### src/rtl/dbg_trap_pkg.sv
`timescale 1ns/1ps
package dbg_trap_pkg;
  localparam int PC_W    = 13;
  localparam int DAT_W   = 8;
  localparam int RA_W    = 9;
  localparam int KSPAN_W = 8;
  localparam logic [PC_W-1:0] KERNEL_BASE = 13'h1F00;

  typedef struct packed {
    logic halt;
    logic step;
    logic bp;
  } cause_t;

  function automatic logic [PC_W-1:0] pc_after(input logic [PC_W-1:0] pc);
    return pc + 13'd1;
  endfunction

  function automatic logic in_kernel_area(input logic [PC_W-1:0] pc);
    return pc[PC_W-1:KSPAN_W] == KERNEL_BASE[PC_W-1:KSPAN_W];
  endfunction

  function automatic cause_t pick_cause(input logic bp, input logic st, input logic ht);
    cause_t c;
    c = '0;
    if (bp)      c.bp   = 1'b1;
    else if (st) c.step = 1'b1;
    else if (ht) c.halt = 1'b1;
    return c;
  endfunction
endpackage

### src/rtl/dbg_bp_regfile.sv
`timescale 1ns/1ps
module dbg_bp_regfile
  import dbg_trap_pkg::*;
#(
  parameter logic [RA_W-1:0] HI_ADDR   = 9'h18E,
  parameter logic [RA_W-1:0] LO_ADDR   = 9'h18F,
  parameter logic [PC_W-1:0] RESET_VEC = '0
) (
  input  logic             clk,
  input  logic             rst_n,
  input  logic             dbg_en,
  input  logic             wr_en,
  input  logic [RA_W-1:0]  wr_addr,
  input  logic [DAT_W-1:0] wr_data,
  input  logic [RA_W-1:0]  rd_addr,
  output logic [DAT_W-1:0] rd_data,
  output logic [PC_W-1:0]  bp_addr
);
  localparam int HI_W = PC_W - DAT_W;

  logic [HI_W-1:0]  hi_q;
  logic [DAT_W-1:0] lo_q;
  logic             wr_hi, wr_lo;
  logic             unused_hi_bits;

  assign wr_hi = dbg_en && wr_en && (wr_addr == HI_ADDR);
  assign wr_lo = dbg_en && wr_en && (wr_addr == LO_ADDR);
  assign unused_hi_bits = &{1'b0, wr_data[DAT_W-1:HI_W]};

  always_ff @(posedge clk or negedge rst_n) begin
    if (!rst_n) begin
      hi_q <= RESET_VEC[PC_W-1:DAT_W];
      lo_q <= RESET_VEC[DAT_W-1:0];
    end else begin
      if (wr_hi) hi_q <= wr_data[HI_W-1:0];
      if (wr_lo) lo_q <= wr_data;
    end
  end

  assign bp_addr = {hi_q, lo_q};

  always_comb begin
    if (rd_addr == HI_ADDR)      rd_data = {{(DAT_W-HI_W){1'b0}}, hi_q};
    else if (rd_addr == LO_ADDR) rd_data = lo_q;
    else                         rd_data = '0;
  end

  AST_BP_LOCKED: assert property (@(posedge clk) disable iff (!rst_n)
    !dbg_en |=> $stable(bp_addr));
  AST_FOREIGN_WR: assert property (@(posedge clk) disable iff (!rst_n)
    (wr_addr != HI_ADDR && wr_addr != LO_ADDR) |=> $stable(bp_addr));
endmodule

### src/rtl/dbg_halt_sync.sv
`timescale 1ns/1ps
module dbg_halt_sync #(
  parameter int STAGES = 2
) (
  input  logic clk,
  input  logic rst_n,
  input  logic async_in,
  output logic rise
);
  localparam int SW = (STAGES < 2) ? 2 : STAGES;

  logic [SW-1:0] sh;
  logic          last_q;

  always_ff @(posedge clk or negedge rst_n) begin
    if (!rst_n) begin
      sh     <= '0;
      last_q <= 1'b0;
    end else begin
      sh     <= {sh[SW-2:0], async_in};
      last_q <= sh[SW-1];
    end
  end

  assign rise = sh[SW-1] & ~last_q;

  AST_RISE_PULSE: assert property (@(posedge clk) disable iff (!rst_n)
    rise |=> !rise);
endmodule

### src/rtl/dbg_trap_ctrl.sv
`timescale 1ns/1ps
module dbg_trap_ctrl
  import dbg_trap_pkg::*;
(
  input  logic            clk,
  input  logic            rst_n,
  input  logic            dbg_en,
  input  logic            retire_vld,
  input  logic [PC_W-1:0] retire_pc,
  input  logic [PC_W-1:0] bp_addr,
  input  logic            step_req,
  input  logic            halt_rise,
  input  logic            kernel_ret,
  output logic            trap_req,
  output logic [2:0]      trap_cause,
  output logic [PC_W-1:0] trap_ret_pc,
  output logic            in_kernel
);
  logic   eligible, hit_bp, hit_step, hit_halt, fire, leave;
  logic   step_pend, step_armed, halt_pend, trap_q;
  cause_t cause_q;
  logic [PC_W-1:0] ret_q;

  assign eligible = dbg_en && retire_vld && !in_kernel && !in_kernel_area(retire_pc);
  assign hit_bp   = eligible && (retire_pc == bp_addr);
  assign hit_step = eligible && step_armed;
  assign hit_halt = eligible && halt_pend;
  assign fire     = hit_bp || hit_step || hit_halt;
  assign leave    = kernel_ret && in_kernel;

  always_ff @(posedge clk or negedge rst_n) begin
    if (!rst_n) begin
      trap_q     <= 1'b0;
      in_kernel  <= 1'b0;
      cause_q    <= '0;
      ret_q      <= '0;
      step_pend  <= 1'b0;
      step_armed <= 1'b0;
      halt_pend  <= 1'b0;
    end else begin
      trap_q <= fire;
      if (fire) begin
        in_kernel  <= 1'b1;
        cause_q    <= pick_cause(hit_bp, hit_step, hit_halt);
        ret_q      <= pc_after(retire_pc);
        step_armed <= 1'b0;
        halt_pend  <= 1'b0;
      end else begin
        if (leave) begin
          in_kernel  <= 1'b0;
          cause_q    <= '0;
          step_armed <= step_pend;
        end
        if (dbg_en && !in_kernel && halt_rise) halt_pend <= 1'b1;
      end
      if (leave)                                step_pend <= 1'b0;
      else if (dbg_en && in_kernel && step_req) step_pend <= 1'b1;
    end
  end

  assign trap_req    = trap_q;
  assign trap_cause  = cause_q;
  assign trap_ret_pc = ret_q;

  AST_TRAP_PULSE: assert property (@(posedge clk) disable iff (!rst_n)
    trap_req |=> !trap_req);
  AST_CAUSE_ONEHOT: assert property (@(posedge clk) disable iff (!rst_n)
    trap_req |-> ($countones(trap_cause) == 1));
  AST_KERNEL_SILENT: assert property (@(posedge clk) disable iff (!rst_n)
    (retire_vld && in_kernel_area(retire_pc)) |=> !trap_req);
  AST_DISABLED_SILENT: assert property (@(posedge clk) disable iff (!rst_n)
    !dbg_en |=> !trap_req);
  AST_CAUSE_HELD: assert property (@(posedge clk) disable iff (!rst_n)
    (in_kernel && !kernel_ret) |=> $stable(trap_cause));
  AST_RET_CLEARS: assert property (@(posedge clk) disable iff (!rst_n)
    (in_kernel && kernel_ret) |=> (trap_cause == 3'b000));
  AST_STEP_ONCE: assert property (@(posedge clk) disable iff (!rst_n)
    (trap_req && trap_cause[1]) |-> !step_armed);
endmodule

### src/rtl/dbg_trap_unit.sv
`timescale 1ns/1ps
module dbg_trap_unit
  import dbg_trap_pkg::*;
#(
  parameter int SYNC_STAGES = 2
) (
  input  logic        clk,
  input  logic        rst_n,
  input  logic        dbg_en,
  input  logic        retire_vld,
  input  logic [12:0] retire_pc,
  input  logic        reg_wr_en,
  input  logic [8:0]  reg_wr_addr,
  input  logic [7:0]  reg_wr_data,
  input  logic [8:0]  reg_rd_addr,
  output logic [7:0]  reg_rd_data,
  input  logic        step_req,
  input  logic        halt_req,
  input  logic        kernel_ret,
  output logic        trap_req,
  output logic [12:0] trap_vec,
  output logic [12:0] trap_ret_pc,
  output logic [2:0]  trap_cause
);
  logic [PC_W-1:0] bp_addr;
  logic            halt_rise;
  logic            in_kernel;

  dbg_bp_regfile u_regs (
    .clk     (clk),
    .rst_n   (rst_n),
    .dbg_en  (dbg_en),
    .wr_en   (reg_wr_en),
    .wr_addr (reg_wr_addr),
    .wr_data (reg_wr_data),
    .rd_addr (reg_rd_addr),
    .rd_data (reg_rd_data),
    .bp_addr (bp_addr)
  );

  dbg_halt_sync #(.STAGES(SYNC_STAGES)) u_sync (
    .clk      (clk),
    .rst_n    (rst_n),
    .async_in (halt_req),
    .rise     (halt_rise)
  );

  dbg_trap_ctrl u_ctrl (
    .clk         (clk),
    .rst_n       (rst_n),
    .dbg_en      (dbg_en),
    .retire_vld  (retire_vld),
    .retire_pc   (retire_pc),
    .bp_addr     (bp_addr),
    .step_req    (step_req),
    .halt_rise   (halt_rise),
    .kernel_ret  (kernel_ret),
    .trap_req    (trap_req),
    .trap_cause  (trap_cause),
    .trap_ret_pc (trap_ret_pc),
    .in_kernel   (in_kernel)
  );

  assign trap_vec = KERNEL_BASE;

  AST_RET_NEXT: assert property (@(posedge clk) disable iff (!rst_n)
    trap_req |-> (trap_ret_pc == $past(retire_pc) + 13'd1));
  AST_RET_STABLE: assert property (@(posedge clk) disable iff (!rst_n)
    (in_kernel && !trap_req) |=> $stable(trap_ret_pc));
endmodule

### config.mk
export PLATFORM = sky130hd
export DESIGN_NAME = dbg_trap_unit
export DESIGN_NICKNAME = d
export VERILOG_FILES = /design/src/rtl/dbg_trap_pkg.sv /design/src/rtl/dbg_bp_regfile.sv /design/src/rtl/dbg_halt_sync.sv /design/src/rtl/dbg_trap_ctrl.sv /design/src/rtl/dbg_trap_unit.sv
export SDC_FILE = /design/constraint.sdc
export NUM_CORES = 1
export LEC_CHECK = 0
export ABC_AREA = 1
export BUFFER_PORTS_ARGS = -buffer_cell sky130_fd_sc_hd__buf_2
export CAP_MARGIN = 15
export CORE_UTILIZATION = 48
export DETAILED_ROUTE_END_ITERATION = 12
export GPL_ROUTABILITY_DRIVEN = 0
export PLACE_DENSITY = 0.78
export SLEW_MARGIN = 20
export SYNTH_ARGS = -nofsm -noshare
export SYNTH_HDL_FRONTEND = slang
export SYNTH_SLANG_ARGS = --single-unit
### constraint.sdc
create_clock -name clk -period 1.6 [get_ports clk]
set_clock_uncertainty 0.05 [all_clocks]
set_input_delay 0.16 -clock clk [delete_from_list [all_inputs] [get_ports clk]]
set_output_delay 0.16 -clock clk [all_outputs]
set_load 0.01 [all_outputs]
==> results of run 1 <==
## cells by family (layout without fill, tap and decap cells)
kind of cell,after synthesis,after routing,share of synthesized area
buffers and inverters,53,129,0.127
AOI/OAI and AO/OA,22,22,0.0580
DFF,37,37,0.438
other,2,13,0.00355
adders and majority gates,1,1,0.00592
xor gates and xnor gates,15,15,0.0622
and+or+nand+nor,138,138,0.289
muxes,3,3,0.0160
## placed cells by master (no fill, tap or decap), types with 2 or more instances in the layout
cell / n
buf_2: 71
mux2_2: 3
nor3b_1: 2
o21ai_0: 10
xor2_1: 8
nand4_1: 10
nor2_1: 14
dlygate4sd3_1: 2
nand2_1: 89
buf_4: 11
clkbuf_8: 6
nor2_2: 5
xnor2_1: 6
dfrtp_1: 37
nand2_2: 2
inv_1: 32
o21bai_1: 2
a21oi_1: 4
conb_1: 13
nand3_1: 10
o22ai_1: 5
inv_2: 3
## report_power, final
group          total (mW)  internal, mW  switching, mW
sequential           1.29          1.17          0.124
clock               0.645         0.341          0.304
combinational       0.878         0.378          0.500
total                2.81          1.89          0.928
## Yosys cell counts, drive strengths merged
cell type  number  share of area
nand4          10          0.030
clkbuf          3          0.011
nor3b           2         0.0071
nor4            1         0.0030
inv            36          0.065
and2            1         0.0030
o21ai          10          0.024
o21bai          2         0.0071
buf            14          0.052
xnor2           7          0.029
o22ai           5          0.015
nor3            2         0.0071
nor2           19          0.040
a31oi           1         0.0030
mux2            3          0.016
dfrtp          37           0.44
nand3          12          0.037
conb            2         0.0036
ha              1         0.0059
a21oi           4         0.0095
xor2            8          0.033
nand2          91           0.16
## cell type report
| type | instances | area, µm² | share of cell area |
|---|---|---|---|
| multi-input cells | 192 | 976 | 0.364 |
| flip-flops and latches | 37 | 926 | 0.345 |
| repair buffers | 86 | 489 | 0.183 |
| inverters | 36 | 140 | 0.0523 |
| clock buffers | 7 | 86.3 | 0.0322 |
| well taps | 50 | 62.6 | 0.0233 |
## what timing repair did
| item | CTS | global route |
|---|---|---|
| endpoints found under the setup margin | 0 | 23 |
| buffers inserted | 0 | 4 |
| resized for setup | 0 | 5 |
| hold endpoints to repair | 18 | 0 |
| hold buffers | 2 | 0 |
## sequential cells by signal, summed over array words and instances, names as in the netlist, 2 cells and up
| signal | cells |
|---|---|
| u_sync.sh | 2 |
| u_regs.hi_q | 5 |
| u_ctrl.trap_ret_pc | 13 |
| u_regs.lo_q | 8 |
| u_ctrl.trap_cause | 3 |
## stage by stage
step | instances | util
2_1_floorplan | 282 | -
5_1_grt | 408 | 0.651
6_report | 408 | 0.651
3_5_place_dp | 395 | 0.613
4_1_cts | 404 | 0.638
3_3_place_gp | 395 | 0.613
## path summary, 6_finish.rpt
path | slack (ns) | from | cells after the start | endpoint
hold reg to reg | 0.30 | u_sync.sh[0] | 0 | u_sync.sh[1]
setup reg to reg | 0.06 | u_regs.hi_q[1] | 11 | u_ctrl.trap_ret_pc[9]
hold / removal | 0.04 | reg_wr_data[6] | 2 | u_regs.lo_q[6]
max in group asynchronous | 0.75 | rst_n | 3 | u_ctrl.trap_ret_pc[5]
min in group asynchronous | 0.29 | rst_n | 2 | u_sync.sh[0]
setup / recovery | 0.06 | u_regs.hi_q[1] | 11 | u_ctrl.trap_ret_pc[9]
## critical path: stages, from the launching register on
cell and delay [ns]:
dfrtp_1 0.38, inv_1 0.07, nand2_1 0.05, nand2_1 0.06, nor2_2 0.13, nand3_1 0.10
nor2_2 0.15, nand2_2 0.09, nand3_4 0.13, inv_6 0.08, nand2_1 0.08, nand2_1 0.06
## metal layers
layer	track usage	part of all wire
met4	0.0911	0.019
met1	0.279	0.45
met3	0.0483	0.063
met2	0.385	0.46
met5	0	0
==> results.cfg, run 1 <==
[place]
hpwl_mm = 3.73
io_buffers = 71
pre_cts_slack_ns = 0.0740
dpl_cell_area_um2 = 2520

[logic_synthesis]
syn-cell-area_um2 = 2110
yosys_warnings = 0
ys_seq_elements = 37
ys_types = 32
yosysSeqAreaShare = 0.438
syn_inst = 271
syn_area_per_cell_um2 = 7.80

[pwr]
power.density_nw_per_um2 = 1050
total_power_mw = 2.81
p_leak_nw = 1.47
peakVddDrop_mv = 0.441

[worst_setup_path]
start_kind = register
endpoint_kind = register
cp.arrival_ns = 1.66
worstPathRequired_ns = 1.72
worstPathMaxFanout = 14
crit_type = register to register

[run]
cap_violations = 0

[clock_tree]
cts_made_buffers = 5
cts_root_buf = clkbuf_8
cts_sinks = 37
clk_latency_ns = 0.29
clk_pin_slew_ns = 0.07
cts_htree_levels = 2
clockBufferDepth = 2
cts_tree = done

[floorplan]
core_area_um2 = 4120
pin_count = 85
design.die.area_um2 = 4670
die_x_um = 68.4
fp-row-count = 23
die_h_um = 68.4
start_util = 0.514

[sta]
fin_crit_ns = 1.54
layout_setup_ws_ns = 0.0643
fin_hold_ws_ns = 0.0448
finalSetupViolCount = 0
tns_ns = 0
hold_viol = 0
slew_viol_final = 0
rsz0062_at_grt = true
min_period_over_period = 0.960
fmax_mhz = 651

[drt]
drtAntennaViolNets = 0
first_pass_iters = 5
wire_per_inst_um = 11.5
via_per_inst = 4.81
postRouteWirelength_mm = 4.70
post-route-drc-count = 0
routed-via-count = 1962
drt_iter0_markers = 112

[global_routing]
track_usage = 0.228
grt_antenna_before_repair = 0
grt_first_pass_wirelength_mm = 7.76
grt_overflow_total = 0
grt_pass1_vias = 1852
grt_max_degree = 21

[final_layout]
nFillCells = 384
area_delta_synth_final_pct = 26.8
stdcell_area_um2 = 2680
drive_gt1_frac = 0.304
nets = 406
diodes = 0

[min_path]
hp-class = input pin to register

[outcome]
status = finished clean
(Power assumes the default switching activity.)
==> inputs of run 2 (changes only) <==
--- a/config.mk
+++ b/config.mk
@@ -5,10 +5,9 @@
 export SDC_FILE = /design/constraint.sdc
 export NUM_CORES = 1
 export LEC_CHECK = 0
-export ABC_AREA = 1
 export BUFFER_PORTS_ARGS = -buffer_cell sky130_fd_sc_hd__buf_2
 export CAP_MARGIN = 15
-export CORE_UTILIZATION = 48
+export CORE_UTILIZATION = 47
 export DETAILED_ROUTE_END_ITERATION = 12
 export GPL_ROUTABILITY_DRIVEN = 0
 export PLACE_DENSITY = 0.78
==> run 2 against run 1 <==
Effect of this change:
- synthesized area shrank 5.8%
- global-route usage shrank 1.7 points
- the run now ends with setup timing left
- highest routed layer unchanged
- hold slack lost 0.015 ns
==> results.cfg, run 2 <==
[drt]
postRouteWirelength_mm = 4.42
via_per_inst = 4.94
routed-via-count = 1659
drtAntennaViolNets = 0
wire_per_inst_um = 13.2
post-route-drc-count = 0
drt_iter0_markers = 95
first_pass_iters = 4

[final_layout]
drive_gt1_frac = 0.528
instances_no_fill = 336
nFillCells = 307
stdcell_area_um2 = 2800
regArea_um2 = 926
multi_input_area_um2 = 1000
largest_reg_flops = 13
mostFrequentLayoutCell = buf_2
diodes = 0
final_cell_mix = 71 x buf_2, 37 x dfrtp_1, 34 x buf_4, 19 x mux2_2
nets = 334
area_delta_synth_final_pct = 40.4

[worst_setup_path]
startpoint = u_regs.lo_q[1]
start_kind = register
crit_type = register to register
endpoint_kind = register
worstPathMaxFanout = 9
worstPathRequired_ns = 1.72
cp.arrival_ns = 2.12
reg2reg_from = u_regs.lo_q[1]
r2r_cells = 7

[pwr]
peakVddDrop_mv = 0.437
p_leak_nw = 1.48
power.density_nw_per_um2 = 1080
total_power_mw = 3.01

[logic_synthesis]
syn_inst = 171
synth_area_leaders = dfrtp_1 47%, mux2_2 11%, xnor2_1 5.7%, buf_4 4.9%, xor2_1 4.8%
synthMuxAreaShare = 0.158
synth_top_family_by_area = multiplexers
yosys.area_share.adder = 0.00629
yosysSeqAreaShare = 0.465
synthXorXnorAreaFrac = 0.106
syn_area_per_cell_um2 = 11.6
ys_seq_elements = 37
synth_edf_count = 0
yosys.area.top_type = dfrtp_1
ys_async_sr_fraction = 1.00
synth_compound_area_frac = 0.0723
ys_types = 35
synth_most_common_cell = dfrtp_1
syn-cell-area_um2 = 1990
yosys_warnings = 0
yosys.area_share.simple = 0.125
synth_top_cell_area_share = 0.465
synthFlopType = dfrtp_1
synth_common_cells = 37 x dfrtp_1, 19 x mux2_2, 13 x buf_4, 13 x xnor2_1

[clock_tree]
clockBufferDepth = 2
cts_sinks = 37
cts_tree = done
clk_latency_ns = 0.29
cts_root_buf = clkbuf_8
clk_pin_slew_ns = 0.07
cts_made_buffers = 5
cts_htree_levels = 2

[global_routing]
track_usage = 0.210
grt_pass1_vias = 1536
grt_overflow_total = 0
grt_antenna_before_repair = 0
grt_first_pass_wirelength_mm = 6.89
grt_max_degree = 20
met3_usage = 0.0634
use_met2 = 0.349
grt_util_met1 = 0.269
grt_busiest_layer = met2

[sta]
fin_crit_ns = 2.00
hold_viol = 0
min_period_over_period = 1.25
rsz0062_at_grt = true
layout_setup_ws_ns = -0.404
tns_ns = -6.27
slew_viol_final = 0
fin_hold_ws_ns = 0.0303
finalSetupViolCount = 19
fmax_mhz = 499

[floorplan]
fp-row-count = 23
core_area_um2 = 4030
pin_count = 85
start_util = 0.494
design.die.area_um2 = 4500
die_h_um = 67.1
die_x_um = 67.1

[outcome]
status = complete, but fails checks
violations = setup timing

[run]
cap_violations = 0

[min_path]
hp-class = input pin to register
min_from = kernel_ret
hold_depth = 2

[place]
dpl_cell_area_um2 = 2630
hpwl_mm = 3.51
io_buffers = 71
dp_cells = 323
==> run 2: final timing paths <==
check	endpoint	slack (ns)
max	u_ctrl.trap_ret_pc[5]	-0.40
min	u_ctrl.in_kernel	0.03
max reg2reg	u_ctrl.trap_ret_pc[5]	-0.40
min reg2reg	u_sync.sh[1]	0.30
max in group asynchronous	u_regs.hi_q[2]	0.74
min in group asynchronous	u_ctrl.trap_ret_pc[7]	0.31
==> run 2: kinds of logic after synthesis <==
group,count (synthesis)
compound gates,18
xor+xnor,24
fa+ha+maj,1
buf+inv,19
flops,37
mux,26
other cells,2
simple gates,44
==> run 2: area by class of cell <==
cell class	count	area share
sequential	37	0.331
tap	50	0.0224
multi-input combinational	126	0.358
timing repair buffer	112	0.252
inverter	4	0.00537
clock buffer	7	0.0309
==> run 2: repair_timing <==
item / CTS / global route
gates resized for setup: 8 / 1
setup buffers: 5 / 0
endpoints found under the hold margin: 19 / 0
pin swaps: 8 / 0
hold buffers: 2 / 0
cloned: 0 / 0
setup endpoints to repair: 19 / 27
==> run 2: worst max-delay path, cell delays in order, from the launching register on <==
cell and delay, ns:
dfrtp_1 0.41, xor2_1 0.16, nor4_2 0.24, nand4_1 0.19, nor4_4 0.26, o31ai_4 0.13
buf_12 0.16, mux2_4 0.29
==> run 2: through the flow <==
stage	utilization	worst slack [ns]
after global routing	0.694	-0.478
after global placement	0.652	-0.448
final	0.694	-0.404
after detailed placement	0.652	-0.530
after floorplan	-	-0.491
after CTS	0.693	-0.383
==> run 2: metal layers <==
layer | vias to the layer above | part of all wire
li1 | 803 | -
met1 | 797 | 0.43
met2 | 54 | 0.51
met3 | 5 | 0.055
met4 | 0 | 0.0068
met5 | - | 0
==> run 2: report_power, final <==
| part | switching (mW) | leakage, nW | internal, mW | total (mW) |
|---|---|---|---|---|
| sequential | 0.148 | 0.474 | 1.19 | 1.33 |
| combinational | 0.448 | 0.965 | 0.575 | 1.02 |
| clock | 0.309 | 0.0443 | 0.341 | 0.650 |
==> inputs of run 3 (changes only) <==
--- a/config.mk
+++ b/config.mk
@@ -7,6 +7,7 @@
 export LEC_CHECK = 0
 export BUFFER_PORTS_ARGS = -buffer_cell sky130_fd_sc_hd__buf_2
 export CAP_MARGIN = 15
+export CORE_MARGIN = 2
 export CORE_UTILIZATION = 47
 export DETAILED_ROUTE_END_ITERATION = 12
 export GPL_ROUTABILITY_DRIVEN = 0
==> run 3 against run 2 <==
Effect of this change:
- the run still ends with setup timing left
- non-clock buffer count is 1 higher
- cell count increased by 0.89%
- combinational power barely moved
- global-route usage is 0.31 points higher
- setup slack gained 0.024 ns
==> results.cfg, run 3 (synthesized netlist as in run 2, its figures left out) <==
[clock_tree]
cts_htree_levels = 2
cts_tree = done
cts_root_buf = clkbuf_8
clk_latency_ns = 0.29
clockBufferDepth = 2
cts_sinks = 37
cts_made_buffers = 5
clk_pin_slew_ns = 0.07

[sta]
rsz0062_at_grt = true
fin_hold_ws_ns = 0.0306
tns_ns = -6.10
slew_headroom = 0.647
min_period_over_period = 1.24
fmax_mhz = 505
layout_setup_ws_ns = -0.380
worst_slew_pin_slew_ns = 0.530
finalSetupViolCount = 19
fin_crit_ns = 1.98
slew_viol_final = 0
hold_viol = 0

[pwr]
peakVddDrop_mv = 0.571
total_power_mw = 2.99
switchingPower_mw = 0.943
power.internal_mw = 2.05
p_leak_nw = 1.48
power.share.clock = 0.209
swShare = 0.315
p_comb_frac = 0.339
power.density_nw_per_um2 = 1070
pwr-share-seq = 0.452

[final_layout]
largest_reg_flops = 13
final_cell_mix = 71 x buf_2, 38 x buf_4, 37 x dfrtp_1, 19 x mux2_2
diodes = 0
area_delta_synth_final_pct = 40.9
nets = 336
instances_no_fill = 339
mostFrequentLayoutCell = buf_2
drive_gt1_frac = 0.526

[drt]
dr_wl_met2_mm = 2.44
post-route-drc-count = 0
top_layer_used = met4
drt_iter0_markers = 59
routed-via-count = 1671
m1WireLength_mm = 1.92
via_per_inst = 4.93
postRouteWirelength_mm = 4.70
first_pass_iters = 4
wl_met3_um = 264
wire_per_inst_um = 13.9
drtAntennaViolNets = 0

[worst_setup_path]
max_stage_delay_ns = 0.42
endpoint_kind = register
cp.arrival_ns = 2.10
start_kind = register
worstPathMaxFanout = 7
rrSetupSlack_ns = -0.38
worstPathRequired_ns = 1.72
reg2reg_from = u_regs.lo_q[7]
r2r-end = u_ctrl.trap_ret_pc[8]
slowest_stage = o31ai_4
startpoint = u_regs.lo_q[7]
crit_type = register to register
r2r_cells = 7
crit_chain = xor2_1 > nor4_2 > nand4_1 > nor4_4 > buf_4 > o31ai_4 > mux2_2
endpoint = u_ctrl.trap_ret_pc[8]

[place]
dp_cells = 325
hpwl_mm = 3.59
io_buffers = 71

[floorplan]
die_h_um = 69.1
fp-row-count = 23
core_area_um2 = 4030
die_x_um = 69.1
start_util = 0.494
design.die.area_um2 = 4770
pin_count = 85

[global_routing]
grt_overflow_total = 0
grt_first_pass_wirelength_mm = 8.18
grt_pass1_vias = 1805
track_usage = 0.214
grt_antenna_before_repair = 0
grt_max_degree = 20

[min_path]
hp-class = input pin to register

[run]
cap_violations = 0

[outcome]
status = complete, but fails checks
violations = setup timing
==> run 3: worst min path at each step <==
stage / from / to / slack (ns) / cells after the start
finish: kernel_ret / u_ctrl.in_kernel / 0.03 / 2
global route: kernel_ret / u_ctrl.in_kernel / 0.02 / 2
CTS: kernel_ret / u_ctrl.in_kernel / 0.03 / 2
detailed placement: rst_n / u_ctrl.trap_req / 0.09 / 1
global placement: rst_n / u_ctrl.trap_req / 0.08 / 1
floorplan: rst_n / u_ctrl.halt_pend / -0.19 / 0
==> run 3: critical path, delay by kind of cell, from the launching register on <==
kind / cells / cell delay, ns
mux: 1 / 0.39
xor+xnor: 1 / 0.19
compound gates: 1 / 0.42
simple gates: 3 / 0.25
buf+inv: 1 / 0.17
flops: 1 / 0.40
==> run 3: final cells by class <==
| class | instances | area, µm² |
|---|---|---|
| Inverter | 4 | 15.0 |
| Timing Repair Buffer | 113 | 692 |
| Sequential cell | 37 | 926 |
| Clock buffer | 8 | 80.1 |
| Fill cell | 319 | 1220 |
| Tap cell | 50 | 62.6 |
| Multi-Input combinational cell | 127 | 1030 |
==> run 3: metrics by stage <==
stage	instance area, µm²	utilization	setup WS [ns]
floorplan	2040	-	-0.491
global placement	2640	0.655	-0.441
detailed placement	2640	0.655	-0.505
CTS	2790	0.692	-0.461
global route	2810	0.696	-0.500
finish	2810	0.696	-0.380
==> run 3: metal layers <==
metal | track usage | vias up
met3 | 0.0629 | 10
li1 | - | 809
met1 | 0.249 | 800
met5 | 0 | -
met4 | 0.0632 | 0
met2 | 0.378 | 52
==> run 3: power by group through the flow <==
stage	clock, mW	combinational (mW)	sequential (mW)
after floorplan	0	0.443	1.44
after global placement	0	0.953	1.34
after detailed placement	0	0.983	1.34
after CTS	0.639	1.02	1.35
after global routing	0.700	1.11	1.39
final	0.626	1.01	1.35
==> run 3: repair_timing <==
action,4_1_cts,5_1_grt
gates resized for setup,4,5
buffers inserted,3,1
endpoints found under the setup margin,19,25
hold buffers,2,0
hold endpoints to repair,19,0
cloned,1,0
pin swaps,6,4
